==> src/rtl/rxc_pkg.sv <==
package rxc_pkg;
  typedef enum logic {
    TB_RX  = 1'b0,
    TB_SYS = 1'b1
  } tb_sel_e;

  localparam int unsigned DEF_DIV = 64;
endpackage

==> src/rtl/rxc_prescaler.sv <==
module rxc_prescaler #(
  parameter int unsigned DIV = 64
) (
  input  logic clk,
  input  logic rst,
  input  logic clr,
  input  logic run,
  input  logic stb,
  output logic tick
);
  localparam int unsigned PW = (DIV > 2) ? $clog2(DIV) : 1;
  localparam logic [PW-1:0] LAST = PW'(DIV - 1);

  logic [PW-1:0] pcnt;

  assign tick = run & stb & (pcnt == LAST);

  always_ff @(posedge clk) begin
    if (rst || clr) begin
      pcnt <= '0;
    end else if (run && stb) begin
      pcnt <= tick ? '0 : pcnt + PW'(1);
    end
  end
endmodule

==> src/rtl/rxc_frame_counter.sv <==
module rxc_frame_counter #(
  parameter int unsigned CNT_W = 8
) (
  input  logic             clk,
  input  logic             rst,
  input  logic             clr,
  input  logic             qual,
  input  logic [CNT_W-1:0] thresh,
  output logic             hit
);
  logic [CNT_W-1:0] seen;
  logic [CNT_W-1:0] thr_eff;
  logic [CNT_W:0]   next_seen;

  assign thr_eff   = (thresh == '0) ? CNT_W'(1) : thresh;
  assign next_seen = {1'b0, seen} + (CNT_W+1)'(1);
  assign hit       = qual & (next_seen >= {1'b0, thr_eff});

  always_ff @(posedge clk) begin
    if (rst || clr) begin
      seen <= '0;
    end else if (qual && (seen != '1)) begin
      seen <= seen + CNT_W'(1);
    end
  end
endmodule

==> src/rtl/rxc_timer.sv <==
module rxc_timer #(
  parameter int unsigned TMR_W = 16
) (
  input  logic             clk,
  input  logic             rst,
  input  logic             clr,
  input  logic             qual,
  input  logic             tick,
  input  logic [TMR_W-1:0] thresh,
  output logic             armed,
  output logic             hit
);
  logic [TMR_W-1:0] remain;
  logic [TMR_W-1:0] thr_eff;

  assign thr_eff = (thresh == '0) ? TMR_W'(1) : thresh;
  assign hit     = armed & tick & (remain == TMR_W'(1));

  always_ff @(posedge clk) begin
    if (rst || clr) begin
      armed  <= 1'b0;
      remain <= '0;
    end else if (!armed) begin
      if (qual) begin
        armed  <= 1'b1;
        remain <= thr_eff;
      end
    end else if (tick) begin
      remain <= remain - TMR_W'(1);
    end
  end
endmodule

==> src/rtl/rx_irq_coalesce.sv <==
module rx_irq_coalesce
  import rxc_pkg::*;
#(
  parameter int unsigned CNT_W = 8,
  parameter int unsigned TMR_W = 16,
  parameter int unsigned DIV   = DEF_DIV
) (
  input  logic             clk,
  input  logic             rst,
  input  logic             frame_pulse,
  input  logic             frame_irq_req,
  input  logic             frame_irq_mask,
  input  logic             coal_en,
  input  logic             tb_sel,
  input  logic             rx_stb,
  input  logic             sys_stb,
  input  logic [CNT_W-1:0] cnt_thresh,
  input  logic [TMR_W-1:0] tmr_thresh,
  input  logic             irq_ack,
  output logic             irq
);
  logic qual;
  logic stb;
  logic tick;
  logic cnt_hit;
  logic tmr_hit;
  logic armed;
  logic fire;
  logic restart;

  assign qual    = frame_pulse & frame_irq_req & frame_irq_mask;
  assign stb     = (tb_sel == TB_SYS) ? sys_stb : rx_stb;
  assign fire    = coal_en ? (cnt_hit | tmr_hit) : qual;
  assign restart = fire | ~coal_en;

  rxc_frame_counter #(.CNT_W(CNT_W)) u_cnt (
    .clk    (clk),
    .rst    (rst),
    .clr    (restart),
    .qual   (qual),
    .thresh (cnt_thresh),
    .hit    (cnt_hit)
  );

  rxc_prescaler #(.DIV(DIV)) u_pre (
    .clk  (clk),
    .rst  (rst),
    .clr  (restart),
    .run  (armed),
    .stb  (stb),
    .tick (tick)
  );

  rxc_timer #(.TMR_W(TMR_W)) u_tmr (
    .clk    (clk),
    .rst    (rst),
    .clr    (restart),
    .qual   (qual),
    .tick   (tick),
    .thresh (tmr_thresh),
    .armed  (armed),
    .hit    (tmr_hit)
  );

  always_ff @(posedge clk) begin
    if (rst) begin
      irq <= 1'b0;
    end else if (fire) begin
      irq <= 1'b1;
    end else if (irq_ack) begin
      irq <= 1'b0;
    end
  end
endmodule

==> config.mk <==
export PLATFORM = sky130hd
export DESIGN_NAME = rx_irq_coalesce
export DESIGN_NICKNAME = d
export VERILOG_FILES = /design/src/rtl/rxc_pkg.sv /design/src/rtl/rxc_prescaler.sv /design/src/rtl/rxc_frame_counter.sv /design/src/rtl/rxc_timer.sv /design/src/rtl/rx_irq_coalesce.sv
export SDC_FILE = /design/constraint.sdc
export NUM_CORES = 1
export LEC_CHECK = 0
export CAP_MARGIN = 20
export CORE_MARGIN = 2
export CORE_UTILIZATION = 40
export CTS_CLUSTER_SIZE = 12
export DETAILED_ROUTE_END_ITERATION = 10
export GPL_ROUTABILITY_DRIVEN = 0
export SYNTH_ARGS = -nofsm -noshare
export SYNTH_HDL_FRONTEND = slang
export SYNTH_SLANG_ARGS = --single-unit
export TNS_END_PERCENT = 30
==> constraint.sdc <==
create_clock -name clk -period 4.2 [get_ports clk]
set_input_delay 0.63 -clock clk [delete_from_list [all_inputs] [get_ports clk]]
set_output_delay 0.63 -clock clk [all_outputs]
set_load 0.03 [all_outputs]
==> results of run 1 <==
-- power by group --
group          internal [mW]  leakage (nW)  switching (mW)
combinational         0.0564         0.679          0.0521
sequential             0.307         0.258         0.00399
clock                  0.176        0.0552           0.119
total                  0.539         0.993           0.175
-- area by class of cell --
class	instances	area share [%]
multi-input cells	212	52.6
flip-flops and latches	32	24.1
clock buffers	6	2.73
clock inverters	2	1.32
well taps	70	3.30
repair buffers	39	14.2
inverters	12	1.70
-- path summary, 6_finish.rpt --
path                             endpoint                       start  slack [ns]  cells after the start
max          u_tmr.remain[5]$_SDFFE_PP0P_               cnt_thresh[5]        1.50                     10
min            u_pre.pcnt[0]$_SDFFE_PP0P_  u_pre.pcnt[0]$_SDFFE_PP0P_        0.53                      2
max reg2reg  u_tmr.remain[5]$_SDFFE_PP0P_  u_cnt.seen[0]$_SDFFE_PP0P_        1.57                     10
min reg2reg    u_pre.pcnt[0]$_SDFFE_PP0P_  u_pre.pcnt[0]$_SDFFE_PP0P_        0.53                      2
-- cells in the final DEF, fill, tap and decap left out, types with 6 or more instances in the layout --
| master | n |
|---|---|
| o21ai_0 | 9 |
| nand3_1 | 6 |
| nand2_1 | 21 |
| dfxtp_1 | 32 |
| a211oi_1 | 9 |
| nor3_1 | 24 |
| nand4_1 | 6 |
| nor4_1 | 12 |
| xor2_1 | 9 |
| nor2_1 | 19 |
| xnor2_1 | 8 |
| clkdlybuf4s50_1 | 34 |
| a21oi_1 | 9 |
| o22ai_1 | 7 |
| ha_1 | 12 |
| inv_1 | 11 |
-- per-layer routing --
| layer | global-route usage, % | vias up | share of wire, % |
|---|---|---|---|
| met5 | 0 | - | 0 |
| met4 | 6.61 | 0 | 1.6 |
| met3 | 4.47 | 8 | 4.6 |
| met2 | 27.7 | 44 | 42 |
| met1 | 27.6 | 952 | 52 |
| li1 | - | 1084 | - |
-- worst min-delay path, cell delays in order, from the launching register on --
cell,delay [ns]
dfxtp_1,0.33
o21ai_0,0.08
a211oi_1,0.07
-- metrics by stage --
| stage | util [%] | instances | power (mW) | cell area [µm²] | hold slack (ns) |
|---|---|---|---|---|---|
| after floorplan | - | 269 | 0.376 | 2150 | 0.479 |
| after global placement | 49.6 | 365 | 0.426 | 2550 | 0.513 |
| after detailed placement | 49.6 | 365 | 0.426 | 2550 | 0.524 |
| after CTS | 51.7 | 373 | 0.722 | 2660 | 0.533 |
| after global routing | 51.7 | 373 | 0.748 | 2660 | 0.586 |
| final | 51.7 | 373 | 0.714 | 2660 | 0.535 |
-- sequential cells by signal (all words and copies together) (netlist names) --
name          flops
irq               1
u_cnt.seen        8
u_pre.pcnt        6
u_tmr.armed       1
u_tmr.remain     16
-- cell families (layout without fill, tap and decap cells) --
kind of cell             after synthesis  in the layout  synth area share, %
buffers and inverters                 25             59                 5.13
multiplexers                           5              5                 2.45
AND/OR/NAND/NOR                      117            117                 29.3
flip-flops                            32             32                 29.8
XOR/XNOR                              17             17                 6.94
adder cells (fa/ha/maj)               12             12                 6.99
AO/OA/AOI/OAI                         61             61                 19.4
==> impl_metrics.yaml, run 1 <==
synth:
  ys_ff_latch: 32
  synth_top_area_share_pct: 29.8
  synth.most_common_cell: "dfxtp_1"
  synth_cell_type_count: 50
  async_reset_ff_share_pct: 0
  synth_area_leaders: "dfxtp_1 (30%), ha_1 (7.0%), nor3_1 (5.6%)"
  syn_nets: 315
  netlist_top_cells_count: "dfxtp_1 (32), nor3_1 (24), nand2_1 (21), nor2_1 (19)"
  synth_enable_flop_cells: 0
  ys.flop_type: "dfxtp_1"
  yosys.area.top_type: "dfxtp_1"
  synth_cells: 269
  synth.yosys.seq_area_share_pct: 29.8
  yosys_warnings: 0
  avgSynthCellArea_um2: 7.98
  netlist_area_mm2: 0.00215
global_route:
  antenna_found_initial: 0
  grt_max_degree: 33
  grt_pass1_wl_um: 9140
  grtUsageTotal_pct: 19.1
  gr-total-overflow: 0
  grt_pass1_vias: 1887
pwr:
  powerDensity_mw_per_mm2: 269
  p_leak_nw: 0.993
  ir_drop_mv: 0.151
timing:
  hold_viol_final: 0
  rsz0062_at_grt: "no"
  fmax_mhz: 370
  max_slew_margin_pct: 56.3
  setup_tns_ns: 0
  final_max_slew_viol_count: 0
  finalCriticalPeriod_ns: 2.70
  clock-skew-final_ns: 0.00963
  setup_ws_ns: 1.50
  worst_slew_pin_slew_ns: 0.649
  layout_worst_path_cycle_share_pct: 64.3
  setup_violations: 0
clock_tree:
  clk_pin_slew_worst_paths_ns: 0.07
  cts_inserted_buffers: 5
  numClockSinks: 32
  ctsHoldBuffers: 0
  cts.path.max_buffers: 2
  insertion_delay_ns: 0.29
  ctsRootBufferMaster: "clkbuf_8"
  postCtsResizedCells: 0
  cts_max_level: 2
  cts_post_setup_buffers_inserted: 0
  cts_tree: "built"
layout:
  multiInputGateArea_mm2: 0.00140
  diodes: 0
  fill_cells: 547
  syn_to_final_growth_pct: 23.7
  layout-drive-gt1-share_pct: 6.27
  final_nets: 348
  seqCellArea_um2: 641
routing:
  first_pass_iters: 4
  drt.antenna.violating_nets: 0
  via_count: 2088
  post_drt_wl_per_cell_um: 14.4
  first_iter_violations: 121
  drc_errors: 0
  routed_wl_um: 5380
  viasPerCell: 5.60
floorplanning:
  die_x_um: 77.3
  coreArea_mm2: 0.00514
  num_io_pins: 35
  die_h_um: 77.3
  die-area_mm2: 0.00597
  start_util_pct: 41.8
  row_count: 26
placed_design:
  place_ws_ns: 1.16
  port_buffers: 34
  hpwl_um: 3860
worst_setup_path:
  crit_type: "in -> reg"
  crit_chain: "clkdlybuf4s50_1, nor4_1, a41o_1, ha_1, nor2b_1, o21ai_0, a31oi_1, o211ai_2, buf_4, a2111oi_0"
  worst_setup_path_end_kind: "register"
  critical-path-top-delay-family: "compound AO/OA/AOI/OAI gates"
  cp_max_fo: 32
  critPathLaunchType: "input port"
  cp.arrival_ns: 2.88
  cp.required_ns: 4.37
  slowest_stage: "clkdlybuf4s50_1"
  cpPeakStageDelay_ns: 0.42
  path_buf_inv: 2
status:
  status: "completed"
hold_path:
  min_path_type: "reg -> reg"
job:
  max_cap_viol_count: 0
Power figures use the tool's default switching activity.
==> inputs of run 2 (changes only) <==
clock period = 2.74 ns   (was 4.2 ns; I/O delays follow)
==> impl_metrics.yaml, run 2 (same netlist as run 1, synthesis figures left out) <==
timing:
  fmax_mhz: 405
  worst_slew_pin_slew_ns: 0.641
  setup_ws_ns: 0.269
  setup_tns_ns: 0
  layout_worst_path_cycle_share_pct: 90.2
  max_slew_margin_pct: 56.8
  clock-skew-final_ns: 0.00581
  holdWs_ns: 0.530
  hold_viol_final: 0
  finalCriticalPeriod_ns: 2.47
  rsz0062_at_grt: "no"
  setup_violations: 0
  final_max_slew_viol_count: 0
layout:
  design_area_mm2: 0.00273
  fin_util_pct: 53.1
  fill_cells: 520
  layout-drive-gt1-share_pct: 8.17
  syn_to_final_growth_pct: 27.1
  diodes: 0
  reg_top3: "u_tmr.remain (16), u_cnt.seen (8), u_pre.pcnt (6)"
  largest_reg_flops: 16
  final_nets: 351
  final_common_cell: "clkdlybuf4s50_1"
  final_cells: 376
  largest_register: "u_tmr.remain"
  layout_common_cells: "clkdlybuf4s50_1 (34), dfxtp_1 (31), nor3_1 (24)"
worst_setup_path:
  ff2ff_setup_slack_ns: 0.27
  cp.required_ns: 2.92
  crit_type: "reg -> reg"
  critPathLaunchType: "register"
  r2r-end: "u_tmr.remain[5]$_SDFFE_PP0P_"
  path_buf_inv: 1
  critical-path-top-delay-family: "compound AO/OA/AOI/OAI gates"
  cp.arrival_ns: 2.65
  endpoint: "u_tmr.remain[5]$_SDFFE_PP0P_"
  r2r_start: "u_cnt.seen[0]$_SDFFE_PP0P_"
  worst_setup_path_end_kind: "register"
  cpPeakStageDelay_ns: 0.36
  slowest_stage: "dfxtp_2"
  cp.depth: 10
  cp_max_fo: 32
  r2r_cells: 10
  crit_chain: "ha_2, nand4_1, nor2_1, xor2_1, ha_1, o21a_1, o211ai_1, o211ai_2, buf_12, a2111oi_1"
  startpoint: "u_cnt.seen[0]$_SDFFE_PP0P_"
routing:
  dr_wl_met3_um: 304
  wl_met1_um: 2840
  first_iter_violations: 128
  drc_errors: 0
  viasPerCell: 5.55
  post_drt_wl_per_cell_um: 14.6
  first_pass_iters: 4
  routed_wl_um: 5500
  dr_wl_met2_um: 2310
  via_count: 2085
  top_layer: "met4"
  drt.antenna.violating_nets: 0
pwr:
  ir_drop_mv: 0.318
  powerDensity_mw_per_mm2: 422
  p_leak_nw: 1.02
  total_power_mw: 1.15
floorplanning:
  start_util_pct: 41.8
  row_count: 26
  die-area_mm2: 0.00597
  num_io_pins: 35
  coreArea_mm2: 0.00514
  die_x_um: 77.3
  die_h_um: 77.3
global_route:
  grtUsageTotal_pct: 18.9
  grt_pass1_wl_um: 9160
  gr-total-overflow: 0
  grt_pass1_vias: 1901
  antenna_found_initial: 0
  grt_max_degree: 33
clock_tree:
  numClockSinks: 32
  cts_inserted_buffers: 5
  ctsHoldBuffers: 0
  ctsRootBufferMaster: "clkbuf_8"
  clk_pin_slew_worst_paths_ns: 0.07
  cts_max_level: 2
  cts_tree: "built"
  insertion_delay_ns: 0.29
  cts.path.max_buffers: 2
placed_design:
  port_buffers: 34
  hpwl_um: 3890
  dpl_cell_area_mm2: 0.00259
  place_inst: 368
  place_ws_ns: -0.0162
hold_path:
  holdCritStartpoint: "u_pre.pcnt[0]$_SDFFE_PP0P_"
  min_path_type: "reg -> reg"
status:
  status: "completed"
job:
  max_cap_viol_count: 0
run 2: changes by cell type in the layout (fill, tap and decap cells not counted), moves of 2 or more:
cell       before  now
a2111oi_0       3    0
clkbuf_8        5    7
buf_12          0    2
a2111oi_1       0    3
run 2: how the worst min path moves through the flow:
stage	end	cells after the start
2_1_floorplan	u_pre.pcnt[0]$_SDFFE_PP0P_	2
3_3_place_gp	u_pre.pcnt[0]$_SDFFE_PP0P_	2
3_5_place_dp	u_pre.pcnt[0]$_SDFFE_PP0P_	2
4_1_cts	u_pre.pcnt[0]$_SDFFE_PP0P_	2
5_1_grt	u_tmr.remain[2]$_SDFFE_PP0P_	2
6_report	u_pre.pcnt[0]$_SDFFE_PP0P_	2
run 2: layout make-up:
type | count | area [µm²] | area share [%]
clock inverters | 1 | 30.0 | 1.10
inverters | 12 | 45.0 | 1.65
clock buffers | 7 | 96.3 | 3.53
repair buffers | 42 | 425 | 15.6
flip-flops and latches | 32 | 642 | 23.5
well taps | 70 | 87.6 | 3.21
multi-input cells | 212 | 1400 | 51.4
run 2: power by group:
part	internal, mW	switching (mW)
sequential	0.471	0.00649
combinational	0.0911	0.0818
clock	0.321	0.180
total	0.883	0.269
run 2: layer usage:
metal	up-vias	track usage [%]
li1	1087	-
met1	947	28.0
met2	45	27.2
met3	6	4.71
met4	0	4.64
met5	-	0
run 2: tightest hold or removal path, cell delays in order (launching register included):
cell	delay, ns
dfxtp_1	0.34
o21ai_0	0.07
a211oi_1	0.07
run 2: what timing repair did:
action | in CTS | in global routing
setup endpoints to repair | 0 | 3
gates resized for setup | 0 | 5
buffers inserted | 0 | 0
